<file path="src/rtl/nco_pkg.sv">
package nco_pkg;

    localparam int PHASE_W = 24;
    localparam int ADDR_W  = 8;
    localparam int SAMP_W  = 16;
    localparam int QIDX_W  = ADDR_W - 2;
    localparam int QDEPTH  = 1 << QIDX_W;
    localparam int AMP     = (1 << (SAMP_W - 1)) - 1;

    typedef enum logic [1:0] {
        QUAD_0 = 2'd0,
        QUAD_1 = 2'd1,
        QUAD_2 = 2'd2,
        QUAD_3 = 2'd3
    } quad_e;

    typedef logic signed [SAMP_W-1:0] samp_t;

    // Operands for the quadrant stage: table read at the index (fwd) and at its mirror (rev)
    typedef struct packed {
        logic  vld;
        quad_e quad;
        samp_t fwd;
        samp_t rev;
    } fold_t;

    typedef struct packed {
        samp_t re;
        samp_t im;
    } iq_t;

    // Quarter-wave entry, sampled at half-step offsets so that mirroring stays exact
    function automatic int quarter_val(int idx);
        real ang;
        ang = 3.14159265358979323846 / 2.0 * (real'(idx) + 0.5) / real'(QDEPTH);
        return $rtoi($floor(real'(AMP) * $sin(ang) + 0.5));
    endfunction

    // Expand one quarter-wave pair into a full-cycle cosine/sine pair
    function automatic iq_t unfold(fold_t f);
        iq_t r;
        unique case (f.quad)
            QUAD_0: begin r.re =  f.rev; r.im =  f.fwd; end
            QUAD_1: begin r.re = -f.fwd; r.im =  f.rev; end
            QUAD_2: begin r.re = -f.rev; r.im = -f.fwd; end
            default: begin r.re =  f.fwd; r.im = -f.rev; end
        endcase
        return r;
    endfunction

endpackage

</file>
<file path="src/rtl/nco_phase_acc.sv">
module nco_phase_acc
    import nco_pkg::*;
#(
    parameter int P_W = PHASE_W,
    parameter int A_W = ADDR_W
) (
    input  logic           clk,
    input  logic           rst,
    input  logic           en,
    input  logic [P_W-1:0] fcw,
    output logic [A_W-1:0] addr_o,
    output logic           addr_vld_o
);

    logic [P_W-1:0] phase_q;

    always_ff @(posedge clk) begin
        if (rst) begin
            phase_q    <= '0;
            addr_o     <= '0;
            addr_vld_o <= 1'b0;
        end else begin
            addr_vld_o <= en;
            if (en) begin
                addr_o  <= phase_q[P_W-1 -: A_W];
                phase_q <= phase_q + fcw;
            end
        end
    end

    // phase frozen while not enabled
    assert_phase_hold_R9: assert property (@(posedge clk) disable iff (rst)
        !en |=> $stable(phase_q));

    // an enabled step launches an address and marks it valid
    assert_addr_launch_R2: assert property (@(posedge clk) disable iff (rst)
        en |=> addr_vld_o);

endmodule

</file>
<file path="src/rtl/nco_quarter_rom.sv">
module nco_quarter_rom
    import nco_pkg::*;
#(
    parameter int I_W = QIDX_W
) (
    input  logic [I_W-1:0] idx_i,
    output samp_t          fwd_o,
    output samp_t          rev_o
);

    localparam int DEPTH = 1 << I_W;

    samp_t tab [DEPTH];

    for (genvar g = 0; g < DEPTH; g++) begin : g_tab
        localparam samp_t ENTRY = samp_t'(quarter_val(g));
        assign tab[g] = ENTRY;
    end

    // Mirror index is the bitwise complement within the quarter
    assign fwd_o = tab[idx_i];
    assign rev_o = tab[~idx_i];

endmodule

</file>
<file path="src/rtl/nco_quadrant_map.sv">
module nco_quadrant_map
    import nco_pkg::*;
(
    input  logic  clk,
    input  logic  rst,
    input  fold_t fold_i,
    output iq_t   iq_o,
    output logic  vld_o
);

    iq_t nxt;

    always_comb nxt = unfold(fold_i);

    always_ff @(posedge clk) begin
        if (rst) begin
            iq_o  <= '0;
            vld_o <= 1'b0;
        end else begin
            vld_o <= fold_i.vld;
            if (fold_i.vld) iq_o <= nxt;
        end
    end

    // outputs hold when no new sample arrives
    assert_hold_idle_R9: assert property (@(posedge clk) disable iff (rst)
        !fold_i.vld |=> $stable(iq_o));

endmodule

</file>
<file path="src/rtl/nco_quad_top.sv">
module nco_quad_top
    import nco_pkg::*;
#(
    parameter int P_W = PHASE_W,
    parameter int A_W = ADDR_W
) (
    input  logic                     clk,
    input  logic                     rst,
    input  logic                     en,
    input  logic [P_W-1:0]           fcw,
    output logic signed [SAMP_W-1:0] cos_out,
    output logic signed [SAMP_W-1:0] sin_out,
    output logic                     out_vld
);

    localparam int I_W = A_W - 2;
    localparam longint RAD2 = longint'(AMP) * longint'(AMP);

    logic [A_W-1:0] addr;
    logic           addr_vld;
    samp_t          rd_fwd, rd_rev;
    fold_t          fold;
    iq_t            iq;

    nco_phase_acc #(.P_W(P_W), .A_W(A_W)) u_acc (
        .clk        (clk),
        .rst        (rst),
        .en         (en),
        .fcw        (fcw),
        .addr_o     (addr),
        .addr_vld_o (addr_vld)
    );

    nco_quarter_rom #(.I_W(I_W)) u_rom (
        .idx_i (addr[I_W-1:0]),
        .fwd_o (rd_fwd),
        .rev_o (rd_rev)
    );

    always_comb begin
        fold.vld  = addr_vld;
        fold.quad = quad_e'(addr[A_W-1 -: 2]);
        fold.fwd  = rd_fwd;
        fold.rev  = rd_rev;
    end

    nco_quadrant_map u_map (
        .clk    (clk),
        .rst    (rst),
        .fold_i (fold),
        .iq_o   (iq),
        .vld_o  (out_vld)
    );

    assign cos_out = iq.re;
    assign sin_out = iq.im;

    // fixed two-clock latency from enable to valid
    assert_valid_lat_R7: assert property (@(posedge clk) disable iff (rst)
        en |-> ##2 out_vld);
    assert_idle_lat_R7: assert property (@(posedge clk) disable iff (rst)
        !en |-> ##2 !out_vld);

    // most negative code never produced
    assert_no_overflow_R6: assert property (@(posedge clk) disable iff (rst)
        out_vld |-> (cos_out != samp_t'(-(AMP + 1))) && (sin_out != samp_t'(-(AMP + 1))));

    // quadrature pair stays on the unit circle
    assert_unit_circle_R8: assert property (@(posedge clk) disable iff (rst)
        out_vld |-> ((longint'(cos_out) * longint'(cos_out) + longint'(sin_out) * longint'(sin_out)
                      <= RAD2 + 65536) &&
                     (longint'(cos_out) * longint'(cos_out) + longint'(sin_out) * longint'(sin_out)
                      >= RAD2 - 65536)));

endmodule

</file>
<file path="config.mk">
export PLATFORM = sky130hd
export DESIGN_NAME = nco_quad_top
export DESIGN_NICKNAME = d
export VERILOG_FILES = /design/src/rtl/nco_pkg.sv /design/src/rtl/nco_phase_acc.sv /design/src/rtl/nco_quarter_rom.sv /design/src/rtl/nco_quadrant_map.sv /design/src/rtl/nco_quad_top.sv
export SDC_FILE = /design/constraint.sdc
export NUM_CORES = 1
export LEC_CHECK = 0
export ABC_AREA = 1
export BUFFER_PORTS_ARGS = -buffer_cell sky130_fd_sc_hd__buf_2
export CORE_ASPECT_RATIO = 1.1
export CORE_MARGIN = 3
export CORE_UTILIZATION = 30
export CTS_CLUSTER_SIZE = 10
export DETAILED_ROUTE_END_ITERATION = 12
export SLEW_MARGIN = 15
export SYNTH_ARGS = -nofsm -noshare
export SYNTH_HDL_FRONTEND = slang
export SYNTH_SLANG_ARGS = --single-unit
export TNS_END_PERCENT = 30
</file>
<file path="constraint.sdc">
create_clock -name clk -period 5.35 [get_ports clk]
set_input_delay 0.535 -clock clk [delete_from_list [all_inputs] [get_ports clk]]
set_output_delay 0.535 -clock clk [all_outputs]
set_load 0.1 [all_outputs]
</file>
; After elaboration in Yosys (flattened, before gate mapping)
; Memory sizes are Yosys's and may differ from the RTL's.
; Cells that the tools add are included.
[word_totals]
register_bits = 66
in_bits = 27
rom_bits = 2048
out_inout_bits = 33
wordCells = 24
mem_count = 2
[classes]
bitwise = 3
n_eq_ne = 2
muxes = 5
n_reduce_logical = 1
add_sub_neg = 3
order_cmp = 2
[mem_list]
columns = name, depth, word_bits, read_ports, rd_ports_with_merged_regs, wr, line_no
row1 = (no name shown), 64, 16, 1, 0, 0, nco_quarter_rom.sv:21  ; assign fwd_o = tab[idx_i];
row2 = (no name shown), 64, 16, 1, 0, 0, nco_quarter_rom.sv:22  ; assign rev_o = tab[~idx_i];
[op_table]
columns = op, count
row1 = 32-bit case mux with 3 select lines, 1
row2 = 16-bit 2-to-1 mux, 4
row3 = 16-bit negation, 2
row4 = 24-bit adder, 1
row5 = 7-bit >= comparator (second input constant), 2
row6 = 6-bit NOT with 7-bit output, 2
row7 = 6-bit NOT, 1
row8 = 2-bit by 1-bit equality test with 1-bit output (second input constant), 1
row9 = 2-bit equality test (second input constant), 1
row10 = 2-bit logical NOT, 1

; Depth between registers and ports, before layout
[logic_depth]
depth_word = 7
mapped_depth = 23
depth_no_buf = 22

; Modules after synthesis
; From an unflattened synthesis, not the netlist that was laid out.
[hier_totals]
cells_unflattened = 1470
hier_area_um2 = 8045.2
[modules_own_cells]
columns = module, cells_each, area_per_inst_um2, seq_area_each_um2, n_inst
row1 = nco_phase_acc, 491, 2867.8, 660.6, 1
row2 = nco_quadrant_map, 469, 2772.7, 660.6, 1
row3 = nco_quarter_rom, 510, 2404.8, 0.0, 1

; Worst setup path before layout
; OpenSTA, ideal clock, no wires.
[synth_timing]
kind = register -> register
from = register u_acc.addr_o[0]
to = register u_map.iq_o[20] (netlist bit)
n_path_buf = 1
required_time_ns = 5.215
arrival_time_ns = 2.731
period_less_slack_ns = 2.866
stages_incl_launch_ff = 18
setup_time_ns = 0.135
setup_slack_ns = 2.484
path_cell_list = dfxtp_1 > buf_2 > inv_1 > ha_1 > inv_2 > nand2_1 > nand3_1 > nand3_1 > nand2_1 > nand2_1 > nand2_2 > ha_1 > inv_1 > nor2_2 > xor2_1 > a21boi_0 > o21bai_1 > a21oi_1
[synth_via]
elab_chain_cells = 7
elab_cells_between_ends = 12
cone_classes = add/sub: 2 / mux: 5 / bitwise: 3 / memory: 2
[synth_lines]
columns = item, line_no
row1 = from (decl), nco_phase_acc.sv:11  ; output logic [A_W-1:0] addr_o,
row2 = from (signal assigned), nco_phase_acc.sv:25  ; addr_o <= phase_q[P_W-1 -: A_W];
row3 = 6-bit NOT, nco_quarter_rom.sv:22
row4 = 6-bit NOT with 7-bit output, nco_quarter_rom.sv:22
row5 = memory 64 x 16 bit, --
row6 = 16-bit 2-to-1 mux (not written as such) (2 in series), nco_quarter_rom.sv:22
row7 = 16-bit negation, nco_pkg.sv:45  ; QUAD_2: begin r.re = -f.rev; r.im = -f.fwd; end
row8 = 32-bit case mux with 3 select lines *, nco_pkg.sv:42  ; unique case (f.quad)
row9 = to (signal assigned), nco_quadrant_map.sv:21  ; if (fold_i.vld) iq_o <= nxt;
row10 = to (decl), nco_quadrant_map.sv:7  ; output iq_t iq_o,
; Mark *: on every way between the ends. The rest lies on a longest branch, timed or not. The select of a mux whose other input is x is not followed.
; A chain may end at the register's enable or synchronous reset.

; Final worst setup path
[layout_timing]
from = register u_acc.addr_o[1]
to = register u_map.iq_o[14] (netlist bit)
[layout_via]
elab_chain_cells = 7
elab_cells_between_ends = 12
cone_classes = add/sub: 2 / mux: 5 / bitwise: 3 / memory: 2
[layout_lines]
columns = item, line_no
row1 = 6-bit NOT, nco_quarter_rom.sv:22
row2 = 6-bit NOT with 7-bit output, nco_quarter_rom.sv:22
row3 = memory 64 x 16 bit, --
row4 = 16-bit 2-to-1 mux (not written as such) (2 in series), nco_quarter_rom.sv:22
row5 = 16-bit negation, nco_pkg.sv:46  ; default: begin r.re = f.fwd; r.im = -f.rev; end
row6 = 32-bit case mux with 3 select lines *, nco_pkg.sv:42
; Marked as above.

==> flow_metrics.env <==
export IMPL_synth_area_per_cell_um2=5.77
export IMPL_timing_hold_ws_ps=461
export IMPL_cpMostUsedCell="nand3_1"
export IMPL_max_freq_mhz=261
export IMPL_drc=0
export IMPL_worst_path_buf_inv=1
export IMPL_arrival_ps=4040
export IMPL_routed_via_count=8787
export IMPL_gr_total_overflow=0
export IMPL_coreArea_mm2=0.0240
export IMPL_synth_main_ff_cell="dfxtp_1"
export IMPL_nets=1364
export IMPL_drive_gt1_share_pct=11.7
export IMPL_clock_sinks=66
export IMPL_final_area_mm2=0.00810
export IMPL_area_growth_pct=9.08
export IMPL_dr_first_iter_drc_count=1064
export IMPL_async_flop_share_pct=0
export IMPL_irDropWorstVdd_uv=169
export IMPL_synth_seq_area_share_pct=17.8
export IMPL_tightest_slew_ps=984
export IMPL_cp_cell_sequence="inv_1 > ha_1 > nand2_1 > nand2_2 > nand2_1 > nand3_1 > nand3_1 > o21ai_2 > ha_1 > nand3_1 > nor2_2 > nand3_1 > nand3_1 > o211ai_1 > nand2_1 > a21oi_1"
export IMPL_reg2reg_slack_ps=1510
export IMPL_critical_path_class="flip-flop to flip-flop"
export IMPL_fin_tns_setup_ps=0
export IMPL_skew_ps=12.4
export IMPL_reg2reg_to="u_map.iq_o[14]"
export IMPL_rsz0062_at_grt="false"
export IMPL_hold_viol_final=0
export IMPL_grt_max_degree=52
export IMPL_grt_pass1_vias=8198
export IMPL_numCtsBuffers=9
export IMPL_start_util_pct=31.0
export IMPL_required_ps=5550
export IMPL_min_path_type="flip-flop to flip-flop"
export IMPL_hold_buffers=0
export IMPL_timing_rr_start="u_acc.addr_o[1]"
export IMPL_io_buffers=59
export IMPL_synth_area_leaders="nand2_1, dfxtp_1, nand3_1"
export IMPL_grt_usage_pct=21.2
export IMPL_cellLeakagePower_uw=0.00403
export IMPL_place_congestion=1.04
export IMPL_die_h_um=171
export IMPL_crit_end="u_map.iq_o[14]"
export IMPL_syn_area_mm2=0.00743
export IMPL_post_cts_buffers=0
export IMPL_slew_violations=0
export IMPL_antenna_cells=0
export IMPL_setup_violations=0
export IMPL_cp_startpoint="u_acc.addr_o[1]"
export IMPL_post_drt_via_cell_ratio=5.46
export IMPL_path_max_fanout=16
export IMPL_die_w_um=156
export IMPL_status="complete, no violations"
export IMPL_cts_clk_slew_worst_paths_ps=60
export IMPL_drv_cap=0
export IMPL_slew_limit_headroom_pct=34.3
export IMPL_yosysTopAreaCell="nand2_1"
export IMPL_ys_types=46
export IMPL_dpl_cell_area_mm2=0.00776
export IMPL_reg2regPathDepth=16
export IMPL_cts_resized=0
export IMPL_wl_per_cell_um=17.6
export IMPL_p_per_area_mw_per_mm2=292
export IMPL_slowest_delay_ps=740
export IMPL_period_minus_slack_ps=3840
export IMPL_cp_depth=16
export IMPL_synthCells=1288
export IMPL_cp_start_kind="flip-flop"
export IMPL_fillers=2664
export IMPL_min_period_over_period_pct=71.7
export IMPL_wl_mm=28.3
export IMPL_critPathCaptureType="flip-flop"
export IMPL_grt_pass1_wl_mm=44.9
export IMPL_pin_count=60
export IMPL_grt_antenna_before_repair=0
export IMPL_synth_yosys_warnings=0
export IMPL_cts_tree="yes"
export IMPL_clock_latency_ps=340
export IMPL_cts_max_path_buffers=2
export IMPL_h_tree_depth=3
export IMPL_synth_nets=1354
export IMPL_wl_met1_mm=11.6
export IMPL_synth_edf_count=0
export IMPL_core_rowCount=59
export IMPL_crit_family="simple AND/OR/NAND/NOR gates"
export IMPL_wl_met2_mm=12.6
export IMPL_ant_nets=0
export IMPL_die_area_mm2=0.0267
export IMPL_critical_path_slowest_cell="dfxtp_1"
export IMPL_drt_first_pass_iters=6
export IMPL_dpl_hpwl_mm=20.5
export IMPL_highest_layer="met4"
export IMPL_wl_met3_mm=2.69
export IMPL_synth_seq_cells=66
export IMPL_root_buffer="clkbuf_16"
export IMPL_synth_top_area_share_pct=19.2
-- how the worst min path moves through the flow --
stage | startpoint | slack [ps] | depth (start not counted) | to
finish | u_map.iq_o[21] | 460 | 2 | u_map.iq_o[21]
global route | u_map.iq_o[5] | 480 | 2 | u_map.iq_o[5]
CTS | u_map.iq_o[5] | 460 | 2 | u_map.iq_o[5]
detailed placement | u_map.iq_o[26] | 450 | 2 | u_map.iq_o[26]
global placement | u_map.iq_o[23] | 450 | 2 | u_map.iq_o[23]
floorplan | u_acc.phase_q[0] | 470 | 2 | u_acc.phase_q[0]
-- logic make-up (layout without fill, tap and decap cells) --
kind of cell | count (synthesis) | count (layout) | share of synthesized area [%]
flip-flops | 66 | 66 | 17.8
buffers and inverters | 189 | 204 | 11.7
adder cells (fa/ha/maj) | 39 | 39 | 6.67
AND/OR/NAND/NOR | 709 | 709 | 41.7
AO/OA/AOI/OAI | 262 | 262 | 19.5
XOR/XNOR | 23 | 23 | 2.71
-- synthesized netlist by cell type, types with 3 or more instances --
library cell and number:
o21ai_1 20, nand4_1 15, nand2_2 19, o21ai_0 87
a21boi_0 4, buf_2 17, nor2_2 12, xor2_1 19
a21oi_1 106, inv_1 105, o221ai_1 6, nand2_4 6
a21oi_2 5, o21ai_2 3, nor2_1 121, nand3_2 3
o211ai_1 12, nand2_1 379, clkbuf_1 34, nand3_1 138
o22ai_1 4, buf_6 11, inv_2 10, nor2_4 6
dfxtp_1 66, clkinv_1 4, xnor2_1 4, o21bai_1 3
buf_4 3, a31oi_1 6, ha_1 38
-- stage by stage --
step	total power, µW	std cells	worst slack [ps]	util, %
floorplan	1400	1288	2480	-
global placement	1650	1592	1740	32.3
detailed placement	1640	1592	1610	32.3
CTS	2350	1608	1590	33.8
global route	2510	1608	1200	33.8
finish	2360	1608	1510	33.8
-- state kept, by name, indices dropped and copies added, names as in the netlist --
register,cells
u_map.iq_o,32
u_acc.addr_o,8
u_map.vld_o,1
u_acc.phase_q,24
u_acc.addr_vld_o,1
-- tightest hold or removal path, cell delays in order, from the launching register on --
cell	delay, ps
dfxtp_1	300
nand2_1	60
a21oi_1	50
-- placed cells by master, fill, tap and decap left out, types with 8 or more instances in the layout --
master | netlist | final
nand2_1 | 379 | 379
nand3_1 | 138 | 138
nor2_1 | 121 | 120
a21oi_1 | 106 | 106
inv_1 | 105 | 105
o21ai_0 | 87 | 87
dfxtp_1 | 66 | 66
buf_2 | 17 | 59
ha_1 | 38 | 38
o21ai_1 | 20 | 20
nand2_2 | 19 | 19
xor2_1 | 19 | 19
nand4_1 | 15 | 15
nor2_2 | 12 | 13
o211ai_1 | 12 | 12
inv_2 | 10 | 10
clkbuf_16 | 0 | 9
buf_4 | 3 | 8
-- report_power, final --
group	internal [µW]	total, µW	switching, µW
sequential	537	579	41.7
clock	457	700	243
combinational	293	1080	791
total	1290	2360	1080
-- layer usage --
metal | vias to the layer above | track usage, %
li1 | 4250 | -
met1 | 3932 | 27.0
met2 | 503 | 33.8
met3 | 102 | 4.93
met4 | 0 | 10.1
met5 | - | 0
-- layout make-up --
| cell class | instances | area, µm² | share of cell area, % |
|---|---|---|---|
| multi-input combinational | 1033 | 5240 | 64.7 |
| timing repair buffer | 67 | 355 | 4.39 |
| inverter | 121 | 459 | 5.67 |
| tap | 305 | 382 | 4.71 |
| clock inverter | 6 | 115 | 1.42 |
| clock buffer | 10 | 229 | 2.83 |
| sequential | 66 | 1320 | 16.3 |
(Power assumes the default switching activity.)
